<file path="src/rtl/spi_gap_pkg.sv">
package spi_gap_pkg;
  // Edge events derived from the oversampled serial clock
  typedef struct packed {
    logic rise;   // synchronised SCK went 0 -> 1
    logic fall;   // synchronised SCK went 1 -> 0
    logic data;   // synchronised MOSI
  } spi_evt_t;
endpackage

</file>
<file path="src/rtl/spi_in_sync.sv">
module spi_in_sync #(
  parameter int SYNC_STAGES = 2
) (
  input  logic                  clk,
  input  logic                  rst,
  input  logic                  sck_i,
  input  logic                  mosi_i,
  output spi_gap_pkg::spi_evt_t evt_o
);
  logic [SYNC_STAGES-1:0] sck_pipe;
  logic [SYNC_STAGES-1:0] mosi_pipe;
  logic                   sck_last;

  always_ff @(posedge clk) begin
    if (rst) begin
      sck_pipe  <= '0;
      mosi_pipe <= '0;
      sck_last  <= 1'b0;
    end else begin
      sck_pipe  <= {sck_pipe[SYNC_STAGES-2:0], sck_i};
      mosi_pipe <= {mosi_pipe[SYNC_STAGES-2:0], mosi_i};
      sck_last  <= sck_pipe[SYNC_STAGES-1];
    end
  end

  always_comb begin
    evt_o.rise = sck_pipe[SYNC_STAGES-1] & ~sck_last;
    evt_o.fall = ~sck_pipe[SYNC_STAGES-1] & sck_last;
    evt_o.data = mosi_pipe[SYNC_STAGES-1];
  end
endmodule

</file>
<file path="src/rtl/spi_idle_timer.sv">
module spi_idle_timer #(
  parameter int GAP_CYCLES = 64
) (
  input  logic clk,
  input  logic rst,
  input  logic edge_seen,
  output logic gap_hit
);
  localparam int GW = $clog2(GAP_CYCLES + 1);
  logic [GW-1:0] idle_cnt;

  // Counts quiet cycles; fires once when the threshold is reached
  always_ff @(posedge clk) begin
    if (rst) begin
      idle_cnt <= '0;
      gap_hit  <= 1'b0;
    end else begin
      gap_hit <= !edge_seen && (idle_cnt == GW'(GAP_CYCLES - 1));
      if (edge_seen)
        idle_cnt <= '0;
      else if (idle_cnt != GW'(GAP_CYCLES))
        idle_cnt <= idle_cnt + 1'b1;
    end
  end
endmodule

</file>
<file path="src/rtl/spi_frame_engine.sv">
module spi_frame_engine #(
  parameter int FRAME_BYTES = 32
) (
  input  logic                       clk,
  input  logic                       rst,
  input  spi_gap_pkg::spi_evt_t      evt,
  input  logic                       gap_hit,
  input  logic [8*FRAME_BYTES-1:0]   tx_frame_i,
  input  logic                       tx_load_i,
  output logic                       miso_o,
  output logic [8*FRAME_BYTES-1:0]   rx_frame_o,
  output logic                       rx_valid_o,
  output logic                       frame_err_o
);
  localparam int FB = 8 * FRAME_BYTES;
  localparam int CW = $clog2(FB);

  logic [CW-1:0] bit_cnt;
  logic [FB-1:0] rx_shift;
  logic [FB-1:0] tx_shift;
  logic [FB-1:0] tx_hold;
  logic [FB-1:0] tx_next_frame;
  logic          in_frame;

  assign in_frame      = (bit_cnt != '0);
  assign tx_next_frame = tx_load_i ? tx_frame_i : tx_hold;

  always_ff @(posedge clk) begin
    if (rst) begin
      bit_cnt     <= '0;
      rx_shift    <= '0;
      tx_shift    <= '0;
      tx_hold     <= '0;
      rx_frame_o  <= '0;
      rx_valid_o  <= 1'b0;
      frame_err_o <= 1'b0;
      miso_o      <= 1'b0;
    end else begin
      rx_valid_o <= 1'b0;
      miso_o     <= tx_shift[FB-1];
      if (tx_load_i)
        tx_hold <= tx_frame_i;

      if (evt.rise) begin
        if (bit_cnt == CW'(FB - 1)) begin
          // last bit: publish and force resync
          rx_frame_o <= {rx_shift[FB-2:0], evt.data};
          rx_valid_o <= 1'b1;
          bit_cnt    <= '0;
          rx_shift   <= '0;
          tx_shift   <= tx_next_frame;
        end else begin
          rx_shift <= {rx_shift[FB-2:0], evt.data};
          bit_cnt  <= bit_cnt + 1'b1;
        end
      end else if (evt.fall && in_frame) begin
        tx_shift <= {tx_shift[FB-2:0], 1'b0};
      end else if (gap_hit) begin
        if (in_frame)
          frame_err_o <= 1'b1;
        bit_cnt  <= '0;
        rx_shift <= '0;
        tx_shift <= tx_next_frame;
      end else if (tx_load_i && !in_frame) begin
        tx_shift <= tx_frame_i;
      end
    end
  end
endmodule

</file>
<file path="src/rtl/spi_link_watch.sv">
module spi_link_watch #(
  parameter int SUPERV_CYCLES    = 50_000_000,
  parameter int RST_PULSE_CYCLES = 16
) (
  input  logic clk,
  input  logic rst,
  input  logic frame_ok,
  output logic link_lost_o,
  output logic master_rst_o
);
  localparam int SW = $clog2(SUPERV_CYCLES + 1);
  localparam int PW = $clog2(RST_PULSE_CYCLES + 1);

  logic [SW-1:0] quiet_cnt;
  logic [PW-1:0] pulse_left;
  logic          expire;

  assign expire = !frame_ok && (quiet_cnt == SW'(SUPERV_CYCLES - 1));

  always_ff @(posedge clk) begin
    if (rst) begin
      quiet_cnt    <= '0;
      pulse_left   <= '0;
      link_lost_o  <= 1'b0;
      master_rst_o <= 1'b0;
    end else begin
      master_rst_o <= expire || (pulse_left > PW'(1));
      if (frame_ok) begin
        quiet_cnt   <= '0;
        link_lost_o <= 1'b0;
      end else if (expire) begin
        quiet_cnt   <= '0;
        link_lost_o <= 1'b1;
      end else begin
        quiet_cnt <= quiet_cnt + 1'b1;
      end
      if (expire)
        pulse_left <= PW'(RST_PULSE_CYCLES);
      else if (pulse_left != '0)
        pulse_left <= pulse_left - 1'b1;
    end
  end
endmodule

</file>
<file path="src/rtl/spi_gap_slave.sv">
module spi_gap_slave #(
  parameter int FRAME_BYTES      = 32,
  parameter int GAP_CYCLES       = 64,
  parameter int SUPERV_CYCLES    = 50_000_000,
  parameter int RST_PULSE_CYCLES = 16,
  parameter int SYNC_STAGES      = 2
) (
  input  logic                     clk,
  input  logic                     rst,
  input  logic                     sck_i,
  input  logic                     mosi_i,
  output logic                     miso_o,
  input  logic [8*FRAME_BYTES-1:0] tx_frame_i,
  input  logic                     tx_load_i,
  output logic [8*FRAME_BYTES-1:0] rx_frame_o,
  output logic                     rx_valid_o,
  output logic                     frame_err_o,
  output logic                     link_lost_o,
  output logic                     master_rst_o
);
  spi_gap_pkg::spi_evt_t evt;
  logic                  gap_hit;

  spi_in_sync #(.SYNC_STAGES(SYNC_STAGES)) u_sync (
    .clk    (clk),
    .rst    (rst),
    .sck_i  (sck_i),
    .mosi_i (mosi_i),
    .evt_o  (evt)
  );

  spi_idle_timer #(.GAP_CYCLES(GAP_CYCLES)) u_idle (
    .clk       (clk),
    .rst       (rst),
    .edge_seen (evt.rise | evt.fall),
    .gap_hit   (gap_hit)
  );

  spi_frame_engine #(.FRAME_BYTES(FRAME_BYTES)) u_frame (
    .clk         (clk),
    .rst         (rst),
    .evt         (evt),
    .gap_hit     (gap_hit),
    .tx_frame_i  (tx_frame_i),
    .tx_load_i   (tx_load_i),
    .miso_o      (miso_o),
    .rx_frame_o  (rx_frame_o),
    .rx_valid_o  (rx_valid_o),
    .frame_err_o (frame_err_o)
  );

  spi_link_watch #(
    .SUPERV_CYCLES    (SUPERV_CYCLES),
    .RST_PULSE_CYCLES (RST_PULSE_CYCLES)
  ) u_watch (
    .clk          (clk),
    .rst          (rst),
    .frame_ok     (rx_valid_o),
    .link_lost_o  (link_lost_o),
    .master_rst_o (master_rst_o)
  );
endmodule

</file>
<file path="config.mk">
export PLATFORM = sky130hd
export DESIGN_NAME = spi_gap_slave
export DESIGN_NICKNAME = d
export VERILOG_FILES = /design/src/rtl/spi_gap_pkg.sv /design/src/rtl/spi_in_sync.sv /design/src/rtl/spi_idle_timer.sv /design/src/rtl/spi_frame_engine.sv /design/src/rtl/spi_link_watch.sv /design/src/rtl/spi_gap_slave.sv
export SDC_FILE = /design/constraint.sdc
export NUM_CORES = 2
export LEC_CHECK = 0
export BUFFER_PORTS_ARGS = -buffer_cell sky130_fd_sc_hd__clkbuf_2
export CELL_PAD_IN_SITES_DETAIL_PLACEMENT = 0
export CELL_PAD_IN_SITES_GLOBAL_PLACEMENT = 1
export CORE_MARGIN = 1.5
export CORE_UTILIZATION = 44
export CTS_CLUSTER_DIAMETER = 80
export DETAILED_ROUTE_END_ITERATION = 10
export PLACE_DENSITY_LB_ADDON = 0.05
export SYNTH_ARGS = -nofsm -noshare
export SYNTH_HDL_FRONTEND = slang
export SYNTH_SLANG_ARGS = --single-unit
</file>
<file path="constraint.sdc">
create_clock -name clk -period 5.17 [get_ports clk]
set_input_delay 0 -clock clk [delete_from_list [all_inputs] [get_ports clk]]
set_output_delay 0 -clock clk [all_outputs]
set_load 0.05 [all_outputs]
</file>
==> results by group <==
Cells and area
  • Design Area, Final: 54,600 µm²
  • Area Growth Syn to Fin: 22.8%
  • Layout cells sized above 1: 14.4%
  • Final net count: 5,606

Clock network
  • Clock tree sinks: 1,080
  • CTS buffer count: 116
  • CTS root buffer: clkbuf_16
  • Cts repair resizes: 0
  • Clk_lat worst skew: 690 ps
  • H-tree depth: 3
  • CTS tree: done
  • Clock buffer depth: 3
  • Clock-pin slew on the worst setup and hold paths: 60 ps

Logic synthesis
  • Simple-gate share of the synthesized area: 16.2%
  • FF+latch count, synth: 1,080
  • Post-synth EDFFs: 0
  • Sequential area share after synthesis: 48.6%
  • Count of cell types in the netlist: 50
  • Async SR Flop Fraction: 0%
  • Syn Nets: 5,069
  • Mean post-synth cell area: 9.27 µm²
  • Synth Area in XOR/XNOR: 0.394%
  • Multiplexer share of the synthesized area: 14.3%
  • Adder-Cell Fraction of Synth Area: 0.253%
  • Largest family of logic cells by synthesized area: simple AND/OR/NAND/NOR gates
  • Synthesis warning total: 0
  • Synth Cell Area: 44,500 µm²
  • Ys flop type: dfxtp_1
  • Post-Syn Instances: 4,799
  • Synth Area in Compound Gates: 15.8%

Power
  • Leakage power: 22.5 nW
  • Worst IR Drop VDD: 322 µV
  • Pwr dens: 348 nW/µm²

Floorplan
  • Die Y: 321 µm
  • Die X-Extent: 321 µm
  • Site row count: 116
  • Starting Density: 44.4%
  • # IOs: 522
  • Core area: 100,000 µm²
  • Die area: 103,000 µm²

Global routing
  • Most used routing layer: met2
  • GR Util met2: 38.2%
  • Largest net degree at the start of global routing: 158
  • Vias in the first global route: 35,300
  • First-pass GRT wire length: 201,000 µm
  • GRT Total Usage: 23.9%
  • Met1 usage: 32.3%
  • Met3 usage: 5.40%
  • Initial antenna violation count: 23
  • Total gr overflow: 0

Critical path
  • Critical path startpoint category: flop
  • Crit-path cells: inv_1 > ha_1 > nor4b_1 > nand4b_1 > buf_4 > nand3_4 > buf_12 > mux2i_1
  • Critical-path top delay cell: nor4b_1
  • Setup CP Type: reg -> reg
  • Worst setup EP type: flop
  • CP Data Required Time: 5780 ps
  • CP delay by family, top: simple AND/OR/NAND/NOR gates
  • Critical-path maximum fanout: 75
  • CP peak stage delay: 850 ps
  • CP bufs+invs: 3
  • CP arrival: 4230 ps

STA
  • Setup TNS Final: 0 ps
  • Pins Over Slew Limit: 0
  • Final worst-path cycle share: 70.0%
  • # setup viols final: 0
  • Worst Max-Slew Pin Slew: 1110 ps
  • Max-slew headroom at the worst pin: 25.5%
  • RSZ-0062 raised after global routing: false
  • Fin crit period: 3620 ps
  • Final Hold Fails: 0
  • Peak Freq: 276 MHz
  • Clk_skew: 15.9 ps

Route
  • DR iter-0 viols: 2,718
  • DRT Pass-1 Iters: 7
  • Final WL: 128,000 µm
  • WL/cell: 19.1 µm
  • Antenna Nets Post-Route: 0
  • Post-route DRC violation count: 0
  • Via/cell ratio: 5.50
  • Via Count: 37,000

Flow run
  • MaxCap Viol Count: 0

Run status
  • Status: complete, no violations

Hold path
  • HP Class: in -> reg

Place
  • Final estimated routing congestion in global placement: 0.772
  • IO buf count: 521
  • Final HPWL DP: 74,300 µm
  • Placed Area: 47,600 µm²
-- state kept, by name, indices dropped and copies added (netlist names) --
register,flops
u_idle.gap_hit,1
u_frame.rx_valid_o,1
u_frame.tx_hold,256
u_sync.sck_pipe,2
u_sync.sck_last,1
u_watch.quiet_cnt,26
u_idle.idle_cnt,7
u_frame.bit_cnt,8
u_frame.rx_shift,255
u_watch.pulse_left,5
u_frame.rx_frame_o,256
u_frame.tx_shift,256
u_sync.mosi_pipe,2
u_watch.master_rst_o,1
u_frame.miso_o,1
u_frame.frame_err_o,1
u_watch.link_lost_o,1
-- path summary, 6_finish.rpt --
| kind | start | endpoint | slack, ps | cells after the start |
|---|---|---|---|---|
| setup reg to reg | u_frame.bit_cnt[0]$_SDFFE_PP0P_ | u_frame.tx_shift[239]$_SDFFE_PP0P_ | 1550 | 8 |
| setup / recovery | u_frame.bit_cnt[0]$_SDFFE_PP0P_ | u_frame.tx_shift[239]$_SDFFE_PP0P_ | 1550 | 8 |
| hold / removal | tx_frame_i[94] | u_frame.tx_hold[94]$_SDFF_PP0_ | 100 | 4 |
| hold reg to reg | u_sync.mosi_pipe[0]$_SDFF_PP0_ | u_sync.mosi_pipe[1]$_SDFF_PP0_ | 440 | 1 |
-- stage by stage --
stage / util [%] / setup WS, ps / hold slack, ps / cells / power [mW]
2_1_floorplan: - / 3050 / 128 / 4799 / 10.1
3_3_place_gp: 47.6 / 1590 / 218 / 6202 / 10.6
3_5_place_dp: 47.6 / 1560 / 229 / 6202 / 10.6
4_1_cts: 54.5 / 1570 / 47.6 / 6731 / 19.2
5_1_grt: 54.5 / 1330 / 99.9 / 6739 / 19.8
6_report: 54.6 / 1550 / 101 / 6741 / 19.0
-- layout make-up --
cell class	instances	area [µm²]
antenna	10	25.0
timing repair buffer	889	6440
fill	9335	45500
inverter	17	68.8
clock buffer	182	3500
multi-input combinational	3232	21000
clock inverter	33	328
sequential	1080	21600
tap	1298	1620
-- routing by layer --
metal / up-vias / part of all wire, %
li1: 18200 / -
met1: 17900 / 46
met2: 751 / 46
met3: 172 / 5.9
met4: 26 / 2.1
met5: - / 0.13
-- where the power goes --
part | total [mW] | internal [mW] | leakage (nW) | switching, mW
logic | 1.81 | 0.827 | 11.8 | 0.981
clock network | 8.34 | 4.88 | 1.90 | 3.46
registers | 8.85 | 8.67 | 8.81 | 0.180
-- synth_stat cells (all sizes together), types with 60 or more instances --
cell type / number / area share [%]
a31oi: 73 / 1.0
clkbuf: 359 / 3.0
a221o: 182 / 4.1
a22oi: 256 / 4.3
a311oi: 73 / 1.4
a21oi: 278 / 3.1
mux2i: 636 / 14
a32oi: 60 / 1.2
nand2b: 246 / 3.5
nand2: 525 / 4.4
buf: 111 / 1.2
nor3: 193 / 2.2
nor2: 543 / 4.6
dfxtp: 1080 / 49
-- cell usage in the layout (no fill, tap or decap), types with 5 or more instances in the layout --
master         netlist  routed
a21oi_1            278     278
a221o_1            182     182
a22oi_1            256     256
a311oi_1            73      73
a31oi_1             73      73
a32oi_1             60      60
and2_1              14      14
buf_12               0      21
buf_4                1      33
bufinv_16            0       5
clkbuf_1           359      31
clkbuf_16            0     116
clkbuf_2             0     519
clkbuf_8             0      35
clkinv_2             0      20
dfxtp_1           1080    1080
diode_2              0      10
dlygate4sd3_1        0     314
ha_1                 9       8
inv_1               17      16
inv_6                0       7
mux2i_1            636     636
nand2_1            525     524
nand2b_1           246     246
nand3_1             16      15
nand3b_1            15      15
nand4_1              9       9
nor2_1             543     541
nor2b_1              7       7
nor3_1             193     193
nor4_1               5       5
o21ai_0              9       8
o31ai_1              9       9
or3_1               10      10
or4_1               12      12
xnor2_1             12      12
xor2_1               8       8
-- kinds of logic after synthesis --
| group | after synthesis |
|---|---|
| flip-flops | 1080 |
| AND/OR/NAND/NOR | 1611 |
| AO/OA/AOI/OAI | 955 |
| XOR/XNOR | 20 |
| multiplexers | 637 |
| buffers and inverters | 487 |
| adder cells (fa/ha/maj) | 9 |
-- what timing repair did --
action                     4_1_cts  5_1_grt
hold buffers                   314        0
buffers inserted                 0        0
hold endpoints to repair       538        0
setup endpoints to repair        0        0
-- worst register-to-register path: stages, from the launching register on --
cell and delay, ps:
dfxtp_1 350, inv_1 70, ha_1 150, nor4b_1 850, nand4b_1 160, buf_4 510
nand3_4 660, buf_12 430, mux2i_1 380
Note: power is estimated with default switching activity, not from simulation.
